File: src/rtl/sdp_pkg.sv
package sdp_pkg;

  typedef struct packed {
    logic vld;
    logic first;
    logic last;
  } sdp_tag_t;

  function automatic int sdp_acc_width(int data_w, int vec_len);
    return 2 * data_w + $clog2(vec_len);
  endfunction

endpackage

File: src/rtl/sdp_mul_bank.sv
module sdp_mul_bank
  import sdp_pkg::*;
#(
  parameter int DATA_W = 16,
  parameter int LANES  = 4
) (
  input  logic                          clk_i,
  input  logic                          rst_ni,
  input  sdp_tag_t                      tag_i,
  input  logic [LANES*DATA_W-1:0]       a_i,
  input  logic [LANES*DATA_W-1:0]       b_i,
  output sdp_tag_t                      tag_o,
  output logic [LANES*2*DATA_W-1:0]     prod_o
);

  localparam int PROD_W = 2 * DATA_W;

  for (genvar j = 0; j < LANES; j++) begin : g_lane
    logic signed [PROD_W-1:0] a_ext, b_ext, prod_q;

    assign a_ext = PROD_W'($signed(a_i[j*DATA_W +: DATA_W]));
    assign b_ext = PROD_W'($signed(b_i[j*DATA_W +: DATA_W]));

    always_ff @(posedge clk_i or negedge rst_ni) begin
      if (!rst_ni)        prod_q <= '0;
      else if (tag_i.vld) prod_q <= a_ext * b_ext;
    end

    assign prod_o[j*PROD_W +: PROD_W] = prod_q;
  end

  always_ff @(posedge clk_i or negedge rst_ni) begin
    if (!rst_ni) tag_o <= '0;
    else         tag_o <= tag_i;
  end

endmodule

File: src/rtl/sdp_add_tree.sv
module sdp_add_tree
  import sdp_pkg::*;
#(
  parameter int IN_W  = 32,
  parameter int LANES = 4,
  parameter int OUT_W = 36
) (
  input  logic                    clk_i,
  input  logic                    rst_ni,
  input  sdp_tag_t                tag_i,
  input  logic [LANES*IN_W-1:0]   terms_i,
  output sdp_tag_t                tag_o,
  output logic [OUT_W-1:0]        sum_o
);

  localparam int DEPTH = $clog2(LANES);
  localparam int PAD   = 1 << DEPTH;
  localparam int NODES = 2 * PAD - 1;

  // heap layout: node 0 is the root, leaves start at PAD-1
  logic signed [OUT_W-1:0] node [NODES];

  for (genvar g = 0; g < PAD; g++) begin : g_leaf
    if (g < LANES) begin : g_real
      assign node[PAD-1+g] = OUT_W'($signed(terms_i[g*IN_W +: IN_W]));
    end else begin : g_pad
      assign node[PAD-1+g] = '0;
    end
  end

  for (genvar i = 0; i < PAD - 1; i++) begin : g_add
    assign node[i] = node[2*i+1] + node[2*i+2];
  end

  always_ff @(posedge clk_i or negedge rst_ni) begin
    if (!rst_ni) begin
      sum_o <= '0;
      tag_o <= '0;
    end else begin
      tag_o <= tag_i;
      if (tag_i.vld) sum_o <= node[0];
    end
  end

endmodule

File: src/rtl/sdp_accum.sv
module sdp_accum
  import sdp_pkg::*;
#(
  parameter int ACC_W = 36
) (
  input  logic             clk_i,
  input  logic             rst_ni,
  input  sdp_tag_t         tag_i,
  input  logic [ACC_W-1:0] part_i,
  output logic [ACC_W-1:0] acc_o,
  output logic             done_o
);

  always_ff @(posedge clk_i or negedge rst_ni) begin
    if (!rst_ni) begin
      acc_o  <= '0;
      done_o <= 1'b0;
    end else begin
      done_o <= tag_i.vld & tag_i.last;
      if (tag_i.vld) acc_o <= tag_i.first ? part_i : acc_o + part_i;
    end
  end

endmodule

File: src/rtl/seg_dot_acc.sv
module seg_dot_acc
  import sdp_pkg::*;
#(
  parameter int DATA_W  = 16,
  parameter int VEC_LEN = 16,
  parameter int LANES   = 4
) (
  input  logic                                      clk_i,
  input  logic                                      rst_ni,
  input  logic                                      slice_vld_i,
  input  logic                                      slice_first_i,
  input  logic                                      slice_last_i,
  input  logic [LANES*DATA_W-1:0]                   op_a_i,
  input  logic [LANES*DATA_W-1:0]                   op_b_i,
  output logic [sdp_acc_width(DATA_W, VEC_LEN)-1:0] dot_o,
  output logic                                      dot_vld_o
);

  localparam int PROD_W = 2 * DATA_W;
  localparam int ACC_W  = sdp_acc_width(DATA_W, VEC_LEN);

  sdp_tag_t                    tag_in, tag_mul, tag_sum;
  logic [LANES*PROD_W-1:0]     prods;
  logic [ACC_W-1:0]            partial;

  assign tag_in = '{vld: slice_vld_i, first: slice_first_i, last: slice_last_i};

  sdp_mul_bank #(
    .DATA_W (DATA_W),
    .LANES  (LANES)
  ) i_mul (
    .clk_i  (clk_i),
    .rst_ni (rst_ni),
    .tag_i  (tag_in),
    .a_i    (op_a_i),
    .b_i    (op_b_i),
    .tag_o  (tag_mul),
    .prod_o (prods)
  );

  sdp_add_tree #(
    .IN_W  (PROD_W),
    .LANES (LANES),
    .OUT_W (ACC_W)
  ) i_tree (
    .clk_i   (clk_i),
    .rst_ni  (rst_ni),
    .tag_i   (tag_mul),
    .terms_i (prods),
    .tag_o   (tag_sum),
    .sum_o   (partial)
  );

  sdp_accum #(
    .ACC_W (ACC_W)
  ) i_acc (
    .clk_i  (clk_i),
    .rst_ni (rst_ni),
    .tag_i  (tag_sum),
    .part_i (partial),
    .acc_o  (dot_o),
    .done_o (dot_vld_o)
  );

endmodule

File: config.mk
export PLATFORM = sky130hd
export DESIGN_NAME = seg_dot_acc
export DESIGN_NICKNAME = d
export VERILOG_FILES = /design/src/rtl/sdp_pkg.sv /design/src/rtl/sdp_mul_bank.sv /design/src/rtl/sdp_add_tree.sv /design/src/rtl/sdp_accum.sv /design/src/rtl/seg_dot_acc.sv
export SDC_FILE = /design/constraint.sdc
export NUM_CORES = 2
export LEC_CHECK = 0
export ABC_AREA = 0
export BUFFER_PORTS_ARGS = -buffer_cell sky130_fd_sc_hd__buf_4
export CORE_UTILIZATION = 30
export DETAILED_ROUTE_END_ITERATION = 10
export PLACE_DENSITY = 0.53
export SETUP_SLACK_MARGIN = 0.4
export SLEW_MARGIN = 30
export SYNTH_ARGS = -nofsm -noshare
export SYNTH_HDL_FRONTEND = slang
export SYNTH_HIERARCHICAL = 1
export SYNTH_SLANG_ARGS = --single-unit
File: constraint.sdc
create_clock -name clk_i -period 6.6 [get_ports clk_i]
set_clock_uncertainty 0.15 [all_clocks]
set_input_delay 0.33 -clock clk_i [delete_from_list [all_inputs] [get_ports clk_i]]
set_output_delay 0.33 -clock clk_i [all_outputs]
set_load 0.005 [all_outputs]
; ---- After elaboration in Yosys (flattened, before gate mapping)
; Cells that the tools add are included.
[word_totals]
regBits = 207
inputBits = 133
output_inout_bits = 37
elab_cells = 23
[classes]
addsub = 4
mul = 4
n_mux = 1
n_bitwise = 1
[ops]
columns = cell, count
row1 = multiplier 16 x 16 -> 32 bit, 4
row2 = adder 32 x 32 -> 33 bit, 2
row3 = adder 36 bit, 1
row4 = 2-to-1 mux 36 bit, 1
row5 = adder 33 x 33 -> 34 bit, 1
row6 = bitwise AND 1 bit, 1

; ---- Logic depth before layout (Yosys ltp)
[depth]
word_depth = 2
ltp_mapped = 23
depth_no_buf = 22

; ---- By module
; The synthesis kept the hierarchy.
[by_module_without_submodules]
columns = mod, instances, cells_per_inst, area_per_inst_um2, seq_area_each_um2
row1 = sdp_mul_bank, 1, 4673, 44127.3, 3278.1
row2 = sdp_add_tree, 1, 765, 6247.2, 975.9
row3 = sdp_accum, 1, 463, 3681.0, 925.9

; ---- Worst setup path before layout
; No wires, ideal clock.
[synth_timing]
path_type = input port to flip-flop
from = in op_a_i[47]
to = reg i_mul.g_lane[2].prod_q[31]
setup_ns = 0.104
arrival_ns = 5.935
t_required_ns = 6.346
path_slack_ns = 0.412
cell_stages = 19
n_path_buf = 1
cell_sequence = clkbuf_1 nand2_1 inv_1 fa_1 fa_1 fa_1 fa_1 fa_1 inv_1 fa_1 inv_1 ha_1 nand2_1 or3_1 or2_2 nand3b_1 and3_1 or2_0 o311ai_1
[synth_via]
elab_chain_cells = 1
[synth_lines]
columns = item, line
row1 = from (decl), seg_dot_acc.sv:13  ; input logic [LANES*DATA_W-1:0] op_a_i,
row2 = multiplier 16 x 16 -> 32 bit, sdp_mul_bank.sv:26  ; else if (tag_i.vld) prod_q <= a_ext * b_ext;
row3 = to (signal assigned), sdp_mul_bank.sv:26
row4 = to (decl), sdp_mul_bank.sv:19  ; logic signed [PROD_W-1:0] a_ext, b_ext, prod_q;
; No other way between the ends.
; A chain may end at the register's enable or synchronous reset.

; ---- Final worst setup path
[layout_timing]
from = in op_b_i[33]
to = reg i_mul.g_lane[2].prod_q[31]
[layout_via]
elab_chain_cells = 1
[layout_lines]
columns = item, line
row1 = from (decl), seg_dot_acc.sv:14  ; input logic [LANES*DATA_W-1:0] op_b_i,
row2 = multiplier 16 x 16 -> 32 bit, sdp_mul_bank.sv:26
; No other way between the ends.

==> results.toml <==
[yosys]
ys_warn_count = 6
synth_nets = 7546
synth_edf_count = 0
synth.distinct_cells = 106
synth_cells = 5901
syn_avg_cell_area_um2 = 9.16
synth-seq-cells = 207
syn-cell-area_um2 = 54100
synthArstFlopShare = 1.00
synth_ff_type = "dfrtp_1"
seq_area_frac_synth = 0.0958

[clock_tree]
cts_buffer_depth = 3
clock_latency_ns = 0.57
cts_setup_buffers = 0
htree_levels = 1
cts_buffers = 24
cts_tree = "yes"
clk_transition_reported_paths_ns = 0.06
cts-root-buf = "clkbuf_16"
cts.sinks = 207

[drt]
drt-initial-drc-count = 2013
vias = 39500
wl_met1_um = 61400
drtAntennaViolNets = 0
routed-wl-met2_um = 72300
viasPerCell = 4.75
drc_errors = 0
first_pass_iters = 6
top_layer_used = "met5"
wl_met3_um = 4280
finalWirelength_um = 141000
wl_per_cell_um = 17.0

[floorplanning]
die_x_um = 426
die_y_um = 426
coreArea_um2 = 179000
start_util = 0.303
ios = 170
rows = 155
dieArea_um2 = 182000

[critical_path]
cp_max_fo = 16
ff2ff_path_depth = 21
arrival_ns = 6.13
cp_cell_sequence = "buf_4 > nand2_1 > inv_1 > fa_1 > fa_1 > fa_1 > fa_1 > fa_1 > inv_1 > fa_1 > inv_1 > ha_1 > nand2_1 > or3_1 > or2_2 > nand3b_1 > and3_1 > or2_0 > o311ai_1"
cp-end-kind = "flop"
reg2reg_to = "i_tree/sum_o[29]"
cp-start-kind = "input port"
setup.worst_path.start = "op_b_i[33]"
r2r_slack_ns = 0.98
worstSetupEndpoint = "i_mul/g_lane[2].prod_q[31]"
criticalPathCategory = "in2reg"
slowest_stage = "fa_1"
max_stage_delay_ns = 0.76
cp.required_ns = 6.88
r2r-start = "i_mul/g_lane[1].prod_q[0]"
path_common_cell = "fa_1"

[hold_path]
hold_path_class = "in2reg"

[sta]
period_needed_ns = 5.85
hold-worst-slack_ns = 0.0361
period_share = 0.886
setup_viol = 0
fin_tns_setup_ns = 0
rsz0062_at_grt = "false"
relSlewSlack = 0.428
final_max_slew_viol_count = 0
hold_viol_final = 0
max_freq_ghz = 0.171
worst_slew_pin_slew_ns = 0.853

[layout]
syn_to_final_growth_pct = 8.44
num-fill-cells = 18500
design_area_um2 = 58600
drive_above_1_share = 0.0690
seq_area_um2 = 5180
multiInputGateArea_um2 = 43500
nets = 7585

[grt]
antenna_found_initial = 5
grt_pass1_wl_um = 231000
grt_max_degree = 86
grt_usage = 0.160
gr-total-overflow = 0
grt_pass1_vias = 42700

[status]
outcome = "completed"

[job]
drv_cap = 0

[placement]
gp_congestion = 0.846
io_buffers = 169
hpwl_um = 118000
dpl_cell_area_um2 = 57700
per-stage QoR:
stage / util / setup WS (ns) / instances
floorplan: - / 0.412 / 5901
global placement: 0.323 / 0.119 / 8265
detailed placement: 0.323 / 0.0986 / 8265
CTS: 0.328 / 0.669 / 8311
global route: 0.328 / 0.451 / 8312
finish: 0.328 / 0.752 / 8313
worst min-delay path by stage:
| stage | start | endpoint | slack, ns | cells past startpoint |
|---|---|---|---|---|
| after global placement | i_mul/tag_o[1] | i_tree/tag_o[1] | 0.18 | 0 |
| after CTS | op_a_i[32] | i_mul/g_lane[2].prod_q[0] | 0.01 | 3 |
| after detailed placement | i_mul/tag_o[1] | i_tree/tag_o[1] | 0.19 | 0 |
| after global routing | op_b_i[0] | i_mul/g_lane[0].prod_q[0] | 0.04 | 3 |
| after floorplan | rst_ni | i_acc/acc_o[0] | -0.12 | 0 |
| final | op_a_i[32] | i_mul/g_lane[2].prod_q[0] | 0.04 | 3 |
timing repair:
item	4_1_cts	5_1_grt
endpoints found under the setup margin	0	3
resized for setup	0	3
hold buffers	4	0
endpoints found under the hold margin	86	0
final cells by class:
| cell class | count | area share |
|---|---|---|
| Antenna cell | 2 | 0.0000854 |
| Tap cell | 2355 | 0.0503 |
| Multi-Input combinational cell | 4277 | 0.742 |
| Timing Repair Buffer | 213 | 0.0277 |
| Clock inverter | 6 | 0.00162 |
| Sequential cell | 207 | 0.0884 |
| Clock buffer | 36 | 0.0122 |
| Inverter | 1217 | 0.0779 |
registers in the layout, indices dropped and copies added, names as in the netlist:
| name | cells |
|---|---|
| i_mul/g_lane.prod_q | 128 |
| i_acc/acc_o | 36 |
| i_tree/sum_o | 36 |
| i_mul/tag_o | 3 |
| i_tree/tag_o | 3 |
| i_acc/done_o | 1 |
worst max-delay path, delay by kind of cell:
kind,cells,cell delay [ns]
AOI/OAI and AO/OA,1,0.23
adders and majority gates,7,3.59
buffers and inverters,4,0.37
and+or+nand+nor,7,1.61
layout by cell type, fill, tap and decap left out, types with 27 or more instances in the layout:
cell,instances
inv_1,1216
nand2_1,595
nand3_1,53
nor2b_1,30
nor3_1,46
o21ai_0,112
o21bai_1,37
a211oi_1,27
nand2b_1,38
xor2_1,59
dfrtp_1,205
a31oi_1,27
a21oi_1,258
ha_1,460
a21o_1,112
mux2_2,100
fa_1,1051
o21a_1,37
and2_1,508
o211ai_1,27
xnor2_1,161
nor2_1,220
buf_4,206
Yosys cell counts, types with 8 or more instances:
| library cell | n | share of area |
|---|---|---|
| a211o_1 | 11 | 0.0018 |
| a211oi_1 | 27 | 0.0037 |
| a21o_1 | 112 | 0.016 |
| a21oi_1 | 259 | 0.024 |
| a221oi_1 | 8 | 0.0013 |
| a31o_2 | 8 | 0.0013 |
| a31oi_1 | 27 | 0.0031 |
| and2_1 | 508 | 0.059 |
| and3_1 | 21 | 0.0024 |
| clkbuf_1 | 179 | 0.012 |
| dfrtp_1 | 207 | 0.096 |
| fa_1 | 1052 | 0.39 |
| ha_1 | 460 | 0.11 |
| inv_1 | 1217 | 0.085 |
| mux2_2 | 100 | 0.021 |
| mux2i_1 | 9 | 0.0017 |
| nand2_1 | 595 | 0.041 |
| nand2b_1 | 38 | 0.0044 |
| nand3_1 | 53 | 0.0049 |
| nand3b_1 | 12 | 0.0017 |
| nand4_1 | 25 | 0.0029 |
| nor2_1 | 220 | 0.015 |
| nor2b_1 | 30 | 0.0035 |
| nor3_1 | 46 | 0.0043 |
| nor4_1 | 10 | 0.0012 |
| o211ai_1 | 27 | 0.0037 |
| o21a_1 | 37 | 0.0051 |
| o21ai_0 | 112 | 0.010 |
| o21ai_1 | 9 | 0.00083 |
| o21bai_1 | 37 | 0.0051 |
| o221ai_1 | 8 | 0.0013 |
| o31ai_1 | 23 | 0.0032 |
| or3_1 | 12 | 0.0014 |
| xnor2_1 | 161 | 0.026 |
| xor2_1 | 59 | 0.0096 |
cell families (layout without fill, tap and decap cells):
logic type               after synthesis  after routing  synth area share
XOR/XNOR                             220            220            0.0356
flip-flops                           207            207            0.0958
buffers and inverters               1417           1472             0.100
multiplexers                         109            109            0.0225
other                                  0              2                 0
adder cells (fa/ha/maj)             1512           1512             0.496
AO/OA/AOI/OAI                        819            819             0.101
AND/OR/NAND/NOR                     1617           1617             0.149
metal layers:
layer / GRT usage / up-vias
li1: - / 18500
met1: 0.207 / 20200
met2: 0.290 / 673
met3: 0.0134 / 167
met4: 0.0329 / 6
met5: 0 / -
Power is left out: the tool's default activity adds up to more than one toggle a clock period on the data nets, which glitch-free logic cannot reach.
